### config.mk
export PLATFORM = sky130hd
export DESIGN_NAME = pci_window_decoder
export DESIGN_NICKNAME = d
export VERILOG_FILES = /design/src/rtl/pci_window_decoder.sv
export SDC_FILE = /design/constraint.sdc
export NUM_CORES = 1
export LEC_CHECK = 0
export BUFFER_PORTS_ARGS = -buffer_cell sky130_fd_sc_hd__buf_2
export CAP_MARGIN = 0
export CORE_UTILIZATION = 55
export CTS_CLUSTER_SIZE = 8
export DETAILED_ROUTE_END_ITERATION = 7
export HOLD_SLACK_MARGIN = 0.1
export PLACE_DENSITY = 0.76
export SLEW_MARGIN = 20
export SYNTH_ARGS = -nofsm -noshare
export SYNTH_HDL_FRONTEND = slang
export SYNTH_SLANG_ARGS = --single-unit
### constraint.sdc
create_clock -name clk -period 2.64 [get_ports clk]
set_input_delay 0.132 -clock clk [delete_from_list [all_inputs] [get_ports clk]]
set_output_delay 0.132 -clock clk [all_outputs]
set_load 0.02 [all_outputs]
### src/rtl/pci_window_decoder.sv
module pci_window_decoder #(
  parameter logic [11:0] SLOT_KIND = 12'h336,
  parameter logic [5:0]  SLOT_PREF = 6'b000100,
  parameter logic [35:0] SLOT_LOG2 = {6'd0, 6'd33, 6'd0, 6'd20, 6'd8, 6'd12},
  parameter logic [4:0]  DEV_NUM   = 5'd2,
  parameter logic [2:0]  FUNC_NUM  = 3'd1
) (
  input  logic        clk,
  input  logic        rst,
  input  logic        cfg_valid,
  input  logic        cfg_write,
  input  logic [15:0] cfg_addr,
  input  logic [1:0]  cfg_size,
  input  logic [31:0] cfg_wdata,
  output logic [31:0] cfg_rdata,
  output logic [1:0]  cfg_status,
  input  logic        dec_valid,
  input  logic        dec_space,
  input  logic [63:0] dec_addr,
  output logic        dec_hit,
  output logic [2:0]  dec_bar,
  output logic [63:0] dec_offset,
  output logic        dec_master_abort
);
  localparam int NSLOT = 6;
  localparam logic [15:0] FN_BASE = {DEV_NUM, FUNC_NUM, 8'h00};

  logic [1:0]             cmd_q;
  logic [NSLOT-1:0][31:0] bar_q;
  logic [NSLOT-1:0][31:0] wmask;
  logic [NSLOT-1:0][3:0]  tbits;
  logic [NSLOT-1:0]       slot_hit;
  logic [NSLOT-1:0][63:0] slot_off;

  genvar i;
  generate
    for (i = 0; i < NSLOT; i++) begin : g_slot
      localparam int PI = (i > 0) ? i - 1 : 0;
      localparam int NI = (i < NSLOT - 1) ? i + 1 : i;
      localparam logic [1:0] K = SLOT_KIND[2*i +: 2];
      localparam bit UP = (i > 0) && (SLOT_KIND[2*PI +: 2] == 2'd3);
      localparam int LG  = int'(SLOT_LOG2[6*i +: 6]);
      localparam int PLG = int'(SLOT_LOG2[6*PI +: 6]);
      localparam logic [63:0] SM  = ~((64'd1 << LG) - 64'd1);
      localparam logic [63:0] PSM = ~((64'd1 << PLG) - 64'd1);

      assign wmask[i] = UP ? PSM[63:32] : ((K != 2'd0) ? (SM[31:0] & 32'hFFFF_FFF0) : 32'h0);
      assign tbits[i] = (K == 2'd1) ? 4'b0001 :
                        (K == 2'd2) ? {SLOT_PREF[i], 3'b000} :
                        (K == 2'd3) ? {SLOT_PREF[i], 3'b100} : 4'b0000;

      if (K != 2'd0) begin : g_dec
        logic [63:0] base;
        logic        en;
        assign base = (K == 2'd3) ? {bar_q[NI], bar_q[i] & 32'hFFFF_FFF0}
                                  : {32'h0, bar_q[i] & 32'hFFFF_FFF0};
        assign en   = (K == 2'd1) ? (cmd_q[0] && !dec_space) : (cmd_q[1] && dec_space);
        assign slot_hit[i] = en && ((dec_addr & SM) == base);
        assign slot_off[i] = dec_addr & ~SM;
      end else begin : g_none
        assign slot_hit[i] = 1'b0;
        assign slot_off[i] = 64'h0;
      end
    end
  endgenerate

  always_comb begin
    dec_bar    = 3'd0;
    dec_offset = 64'h0;
    for (int s = NSLOT - 1; s >= 0; s--) begin
      if (slot_hit[s]) begin
        dec_bar    = 3'(s);
        dec_offset = slot_off[s];
      end
    end
  end

  assign dec_hit          = dec_valid && (|slot_hit);
  assign dec_master_abort = dec_valid && !(|slot_hit);

  logic [15:0] rel;
  logic [7:0]  off;
  logic        claimed, misaligned, access_ok, is_bar, is_cmd;
  logic [2:0]  bar_idx;
  logic [31:0] dword;

  assign rel        = cfg_addr - FN_BASE;
  assign off        = rel[7:0];
  assign claimed    = (rel[15:8] == 8'h00);
  assign misaligned = (cfg_size == 2'd3) ||
                      (cfg_size == 2'd1 && off[0]) ||
                      (cfg_size == 2'd2 && off[1:0] != 2'b00);
  assign access_ok  = cfg_valid && !misaligned && claimed;
  assign is_bar     = (off >= 8'h10) && (off < 8'h28);
  assign is_cmd     = (off[7:2] == 6'd1);
  assign bar_idx    = off[4:2] - 3'd4;

  assign dword = is_cmd ? {30'h0, cmd_q} :
                 is_bar ? (bar_q[bar_idx] | {28'h0, tbits[bar_idx]}) : 32'h0;

  assign cfg_rdata  = (access_ok && !cfg_write) ? (dword >> {off[1:0], 3'b000}) : 32'h0;
  assign cfg_status = !cfg_valid ? 2'd0 : misaligned ? 2'd1 : !claimed ? 2'd2 : 2'd0;

  always_ff @(posedge clk) begin
    if (rst) begin
      cmd_q <= 2'b00;
      bar_q <= '0;
    end else if (access_ok && cfg_write && off[1:0] == 2'b00) begin
      if (is_cmd && cfg_size != 2'd0)
        cmd_q <= cfg_wdata[1:0];
      if (is_bar && cfg_size == 2'd2)
        bar_q[bar_idx] <= cfg_wdata & wmask[bar_idx];
    end
  end

  assert_reset_quiet_R1: assert property (@(posedge clk) disable iff (rst)
    $past(rst) |-> (cmd_q == 2'b00 && !dec_hit));

  assert_space_gate_R5: assert property (@(posedge clk) disable iff (rst)
    dec_hit |-> (dec_space ? cmd_q[1] : cmd_q[0]));

  assert_offset_align_R6: assert property (@(posedge clk) disable iff (rst)
    dec_hit |-> (dec_offset <= dec_addr && ((dec_addr - dec_offset) & 64'hF) == 64'h0));

  assert_one_outcome_R7: assert property (@(posedge clk) disable iff (rst)
    dec_valid |-> (dec_hit != dec_master_abort));

  assert_misalign_hold_R9: assert property (@(posedge clk) disable iff (rst)
    (cfg_valid && cfg_write && cfg_status == 2'd1) |=> ($stable(cmd_q) && $stable(bar_q)));

  assert_unclaimed_hold_R10: assert property (@(posedge clk) disable iff (rst)
    (cfg_valid && cfg_write && cfg_status == 2'd2) |=> ($stable(cmd_q) && $stable(bar_q)));
endmodule

==> results of run 1 <==
==> power groups by stage <==
stage	combinational [mW]	clock [mW]	sequential, mW
3_3_place_gp	0.608	0	2.93
6_report	0.650	2.63	2.86
2_1_floorplan	0.368	0	2.93
4_1_cts	0.627	2.62	2.86
5_1_grt	0.682	2.75	2.86
3_5_place_dp	0.610	0	2.93
==> per-layer routing <==
layer	up-vias	routed length [um]	track usage
li1	4720	-	-
met1	4789	15500	0.540
met2	742	16300	0.573
met3	96	5050	0.117
met4	0	1490	0.168
met5	-	0	0
==> timing repair <==
action                                  CTS  global route
endpoints found under the setup margin   37            41
hold buffers                             12             0
gates cloned                              1             0
pin swaps                                 2             0
hold endpoints to repair                 29             0
gates resized for setup                  51            12
buffers inserted                          2             1
==> through the flow <==
step	setup TNS [ps]	hold WS [ps]	setup slack, ps
CTS	-17000	146	-544
global route	-18980	174	-606
global placement	-1760	418	-82.6
finish	-16780	164	-570
floorplan	0	272	3.72
detailed placement	-2950	428	-120
==> sequential cells by signal, summed over array words and instances, names as in the netlist <==
| signal | count |
|---|---|
| bar_q | 188 |
| cmd_q | 2 |
==> synth_stat cells, types with 2 or more instances <==
cell type,number
sky130_fd_sc_hd__nand2b_1,2
sky130_fd_sc_hd__dfxtp_1,190
sky130_fd_sc_hd__buf_1,4
sky130_fd_sc_hd__clkinv_1,2
sky130_fd_sc_hd__nor4_1,28
sky130_fd_sc_hd__nor4b_1,2
sky130_fd_sc_hd__nor2b_1,22
sky130_fd_sc_hd__nor3_1,11
sky130_fd_sc_hd__clkbuf_1,56
sky130_fd_sc_hd__nor3b_1,10
sky130_fd_sc_hd__o22ai_1,7
sky130_fd_sc_hd__nor4_2,3
sky130_fd_sc_hd__a211o_1,7
sky130_fd_sc_hd__o21a_1,4
sky130_fd_sc_hd__buf_4,32
sky130_fd_sc_hd__and3_1,2
sky130_fd_sc_hd__a2bb2oi_1,4
sky130_fd_sc_hd__nand4_1,44
sky130_fd_sc_hd__a221o_1,2
sky130_fd_sc_hd__and2_2,14
sky130_fd_sc_hd__o21ai_0,7
sky130_fd_sc_hd__a21o_1,2
sky130_fd_sc_hd__inv_1,6
sky130_fd_sc_hd__nand2_1,242
sky130_fd_sc_hd__xor2_1,21
sky130_fd_sc_hd__mux2i_1,31
sky130_fd_sc_hd__buf_2,24
sky130_fd_sc_hd__a21oi_1,138
sky130_fd_sc_hd__o311ai_0,2
sky130_fd_sc_hd__mux4_2,20
sky130_fd_sc_hd__a211oi_1,6
sky130_fd_sc_hd__a221oi_1,14
sky130_fd_sc_hd__nand3_1,5
sky130_fd_sc_hd__mux2_2,20
sky130_fd_sc_hd__and2_1,81
sky130_fd_sc_hd__or4_1,11
sky130_fd_sc_hd__o221ai_1,5
sky130_fd_sc_hd__nand3b_1,2
sky130_fd_sc_hd__nor2_1,60
sky130_fd_sc_hd__a22oi_1,8
sky130_fd_sc_hd__xnor2_1,96
sky130_fd_sc_hd__or2_2,3
sky130_fd_sc_hd__a2111oi_0,4
==> worst min-delay path, stage by stage <==
cell and delay, ps:
sky130_fd_sc_hd__buf_2 90, sky130_fd_sc_hd__nor2b_1 190, sky130_fd_sc_hd__nand2_1 80, sky130_fd_sc_hd__a21oi_1 60
==> logic make-up (layout without fill, tap and decap cells) <==
group                     count (synthesis)  after routing  synth area share
and+or+nand+nor                         549            549             0.262
buffers and inverters                   125            297            0.0595
xor gates and xnor gates                117            117            0.0973
AOI/OAI and AO/OA                       217            217             0.126
DFF                                     190            190             0.361
muxes                                    71             71            0.0936
other                                     1             31          0.000356
==> area by class of cell <==
cell class,count,share of cell area
clock inverters,11,0.0103
well taps,234,0.0231
inverters,8,0.00237
flip-flops and latches,190,0.300
clock buffers,21,0.0363
multi-input cells,985,0.497
repair buffers,257,0.131
==> path summary, 6_finish.rpt <==
path,cells past startpoint,startpoint,end
max,9,bar_q[147]$_SDFFE_PP0P_,dec_offset[25]
min,4,cfg_wdata[25],bar_q[185]$_SDFFE_PP0P_
max reg2reg,2,bar_q[117]$_SDFFE_PP0P_,bar_q[117]$_SDFFE_PP0P_
min reg2reg,1,bar_q[33]$_SDFFE_PP0P_,bar_q[33]$_SDFFE_PP0P_
==> reports/metrics.cfg, run 1 <==
[drt]
route.antenna.remaining_nets=0
detail_route.wirelength_mm=38.3
detail_route.wl_per_cell_um=22.5
drc=0
firstDrtPassIters=6
viasPerCell=6.07
total_via_count_in_the_routed_design=10300
drt_first_iter_violations=1271

[layout]
regArea_um2=3800
flow.area_growth_from_synthesis_pct=20.6
layout_cells_sized_above_1=0.239
post-route-cell-area_um2=12700
mostFrequentLayoutCell=sky130_fd_sc_hd__nand2_1
multi_input_comb_area_um2=6310
post-route-util=0.679
n_antenna_cell=0
final_cell_mix=sky130_fd_sc_hd__nand2_1, sky130_fd_sc_hd__dfxtp_1, sky130_fd_sc_hd__buf_2
non_filler_instance_count_after_layout=1706
fillCellCount=1517
layout_nets=1579

[sta]
worst_slew_margin_rel=0.277
worstMarginPinSlew_ps=1080
worst_clk_skew_ps=0
fmaxAchievable_mhz=311
fin_ws_ps=-570
finalSetupViolations=37
grt_setup_unrepaired=true
final_hold_viol_count=0
finalMaxSlewViolations=0
layout_min_cycle_time_ps=3210
post-route-period-util=1.22

[yosys]
synthesis.area_per_instance_um2=8.29
synth_area_um2=10500
synth_largest_area_cell=sky130_fd_sc_hd__dfxtp_1
synth-main-ff-cell=sky130_fd_sc_hd__dfxtp_1
ys_seq_elements=190
ys_top_cells_by_area=sky130_fd_sc_hd__dfxtp_1, sky130_fd_sc_hd__nand2_1, sky130_fd_sc_hd__xnor2_1, sky130_fd_sc_hd__a21oi_1, sky130_fd_sc_hd__and2_1
synthesis.instances=1270
synth_cell_types=59
synth-async-reset-ratio=0
synth_largest_type_area_fraction=0.361
synth_seq_area_share=0.361
synth_enable_flop_cells=0
synth.yosys.warnings=0

[clock_network]
number_of_clock_buffers_inserted_by_tritoncts=17
path_clk_slew_ps=70
cts.path.max_buffers=2
tritoncts_clock_tree=yes
worst_skew_pair.late_latency_ps=440
cts.sink_count=190
clock-root-buffer=sky130_fd_sc_hd__clkbuf_16
clock_tree.htree_level_count=4

[worst_setup_path]
cp_max_fo=7
worstPathRequired_ps=2510
crit_chain=or4_4 > or4_4 > nor4_4 > buf_4 > nand4_1 > a221oi_4 > buf_6 > and2_2 > buf_6
path_class=reg -> out
timing.critical_path.slowest_stage_cell=sky130_fd_sc_hd__or4_4
critical_path.max_stage_delay_ps=530
critical_path.startpoint_type=flip-flop
cp_delay_by_family_top=simple AND/OR/NAND/NOR gates
cp.arrival_ps=3080
r2r_setup_slk_ps=1860
critical_path_buf_inv_count=3
timing.critical_path.to_type=primary output

[floorplanning]
die_h_um=140
fp_rows=50
floorplan.die.width_um=140
ios=223
floorplan.die_area_um2=19700
placeableCoreArea_um2=18700
initial_utilization=0.563

[power_and_ir_drop]
p_clk_frac=0.428
leak_pwr_nw=4.79
power_consumption_mw=6.14
p_int_mw=4.55
power.combinational.fraction=0.106
switching_share=0.260
power.net_switching_mw=1.60
vdd_drop_max_mv=0.476
power.share.sequential=0.466
power.density_cell_area_nw_per_um2=484

[grt]
antenna_found_initial=1
grt_first_pass_wirelength_mm=57.5
grt.total_usage=0.394
grt-ovfl-total=0
grt_start_max_net_pins=68
grt_pass1_vias=9570

[placement]
place_inst=1658
post_dp_cell_area_um2=11800
portBuffers=191
gp_congestion=1.01
hpwlAfterDp_mm=28.5

[outcome]
violations_in_the_final_reports=setup timing
run_status=complete, but fails checks

[flow_run]
maxCapViolations=0

[min_path]
hold_path.class=in -> reg

(Power assumes the default switching activity.)
==> run 2: changes to the inputs <==
- CORE_UTILIZATION: 55 -> 50
- GPL_ROUTABILITY_DRIVEN: unset -> 0
- PLACE_DENSITY: 0.76 -> 0.73
- clock period: 2.64 -> 2.9 ns (I/O delays scaled with it)
==> run 2 against run 1 <==
Effect of this change:
- the flow still finishes with violations (setup timing)
- global-route usage down 4.6 points
- combinational power fell by 10%
- register-to-register slack gained 270 ps
- clock skew unchanged
- sequential cell count unchanged
- clock power down 11%
- sequential share of layout area fell by 0.19 points
- non-clock buffer count fell by 10
- final cell count rose by 1.6%
- die area increased by 9.9%
- via count rose by 1.2%
- wire length shrank 0.16%
- largest cell class unchanged
- largest power group unchanged
==> reports/metrics.cfg, run 2 (synthesized netlist as in run 1, its figures left out) <==
[clock_network]
path_clk_slew_ps=80
cts.path.max_buffers=2
number_of_clock_buffers_inserted_by_tritoncts=17
worst_skew_pair.late_latency_ps=440
clock-root-buffer=sky130_fd_sc_hd__clkbuf_16
cts.sink_count=190
tritoncts_clock_tree=yes
clock_tree.htree_level_count=4

[grt]
antenna_found_initial=0
grt_pass1_vias=9775
grt_start_max_net_pins=73
grt-ovfl-total=0
grt.total_usage=0.348
grt_first_pass_wirelength_mm=57.2

[placement]
hpwlAfterDp_mm=28.3
pre_cts_setup_slack_ps=54.1
post_dp_cell_area_um2=11800
portBuffers=191

[outcome]
violations_in_the_final_reports=setup timing
run_status=complete, but fails checks

[floorplanning]
ios=223
placeableCoreArea_um2=20400
floorplan.die.width_um=147
initial_utilization=0.515
floorplan.die_area_um2=21600
fp_rows=52
die_h_um=147

[worst_setup_path]
cp_max_fo=8
r2r_setup_slk_ps=2130
cp-startpoint=bar_q[147]$_SDFFE_PP0P_
timing.critical_path.to_type=primary output
cp_delay_by_family_top=simple AND/OR/NAND/NOR gates
rr_worst_depth=2
logic_depth_of_the_worst_setup_path_including_buffers=7
critical_path.max_stage_delay_ps=520
cp.arrival_ps=2860
cp_common_cell=sky130_fd_sc_hd__or4_4
regToRegEndpoint=bar_q[113]$_SDFFE_PP0P_
timing.critical_path.slowest_stage_cell=sky130_fd_sc_hd__or4_4
rr_startpoint=bar_q[113]$_SDFFE_PP0P_
worstPathRequired_ps=2760
path_class=reg -> out
crit_chain=or4_4 > or4_4 > nor4_4 > and4_4 > a21oi_4 > nor3b_2 > buf_4
critical_path_buf_inv_count=1
critical_path.startpoint_type=flip-flop

[drt]
drt_first_iter_violations=1242
detail_route.wl_per_cell_um=22.1
viasPerCell=6.04
route.antenna.remaining_nets=0
drc=0
detail_route.wirelength_mm=38.3
total_via_count_in_the_routed_design=10500
firstDrtPassIters=5

[layout]
register_containing_the_most_flip_flops_in_the_final_layout=bar_q
layout_cells_sized_above_1=0.247
layout_nets=1570
final_cell_mix=sky130_fd_sc_hd__nand2_1, sky130_fd_sc_hd__dfxtp_1, sky130_fd_sc_hd__buf_2
mostFrequentLayoutCell=sky130_fd_sc_hd__nand2_1
regArea_um2=3800
largest_reg_flops=188
n_antenna_cell=0
flow.area_growth_from_synthesis_pct=21.4
biggestRegsByFlops=bar_q (188), cmd_q (2)
multi_input_comb_area_um2=6380
post-route-cell-area_um2=12800
fillCellCount=1789

[sta]
worst_clk_skew_ps=0
worst_slew_margin_rel=0.284
grt_setup_unrepaired=true
layout_min_cycle_time_ps=3010
worstMarginPinSlew_ps=1070
finalSetupViolations=34
finalMaxSlewViolations=0
fin_ws_ps=-106
post-route-period-util=1.04
final_hold_viol_count=0
fmaxAchievable_mhz=333

[power_and_ir_drop]
vdd_drop_max_mv=0.361
leak_pwr_nw=4.79
power.density_cell_area_nw_per_um2=433

[min_path]
hold_depth=4
hold_path.class=in -> reg
hp-start=cfg_wdata[14]
hold-path-endpoint=bar_q[110]$_SDFFE_PP0P_

[flow_run]
maxCapViolations=0

run 2: how the worst max path moves through the flow:
stage,to,slack (ps)
2_1_floorplan,cfg_rdata[2],150
3_3_place_gp,dec_offset[14],140
3_5_place_dp,dec_offset[13],50
4_1_cts,dec_offset[26],-100
5_1_grt,dec_offset[29],-210
6_report,dec_offset[18],-110
run 2: layer usage:
metal | wire length, um | vias to the layer above | global-route usage
met2 | 17200 | 707 | 0.534
li1 | - | 4707 | -
met3 | 4490 | 134 | 0.0898
met1 | 14600 | 4927 | 0.453
met4 | 1980 | 0 | 0.171
met5 | 0 | - | 0
run 2: worst min-delay path, stage by stage:
cell                      delay, ps
sky130_fd_sc_hd__buf_2           90
sky130_fd_sc_hd__nor2b_1        170
sky130_fd_sc_hd__nand2_1         70
sky130_fd_sc_hd__a21oi_1         60
run 2: where the power goes:
group | switching [mW] | leakage [nW] | total [mW] | internal, mW
combinational | 0.380 | 2.97 | 0.583 | 0.203
clock | 1.19 | 0.288 | 2.35 | 1.16
sequential | 0.000000676 | 1.53 | 2.61 | 2.61
total | 1.57 | 4.79 | 5.54 | 3.97
run 2: layout make-up:
type	count	area share
clock buffers	17	0.0333
inverters	8	0.00235
well taps	270	0.0264
flip-flops and latches	190	0.298
clock inverters	15	0.0134
repair buffers	247	0.128
multi-input cells	986	0.499
run 2: repair_timing:
item,CTS,global route
pin swaps,11,17
hold endpoints to repair,29,0
hold buffers,12,0
setup endpoints to repair,37,37
gates cloned,0,1
buffers inserted,0,0
gates resized for setup,60,32
run 2: metrics by stage:
step	std cells	hold slack, ps	setup TNS, ps	utilization	total power, mW
finish	1733	141	-2040	0.626	5.54
CTS	1732	138	-1700	0.621	5.52
global route	1733	148	-5180	0.626	5.68
detailed placement	1688	422	0	0.575	3.21
global placement	1688	416	0	0.575	3.21
floorplan	1300	285	0	-	3.00
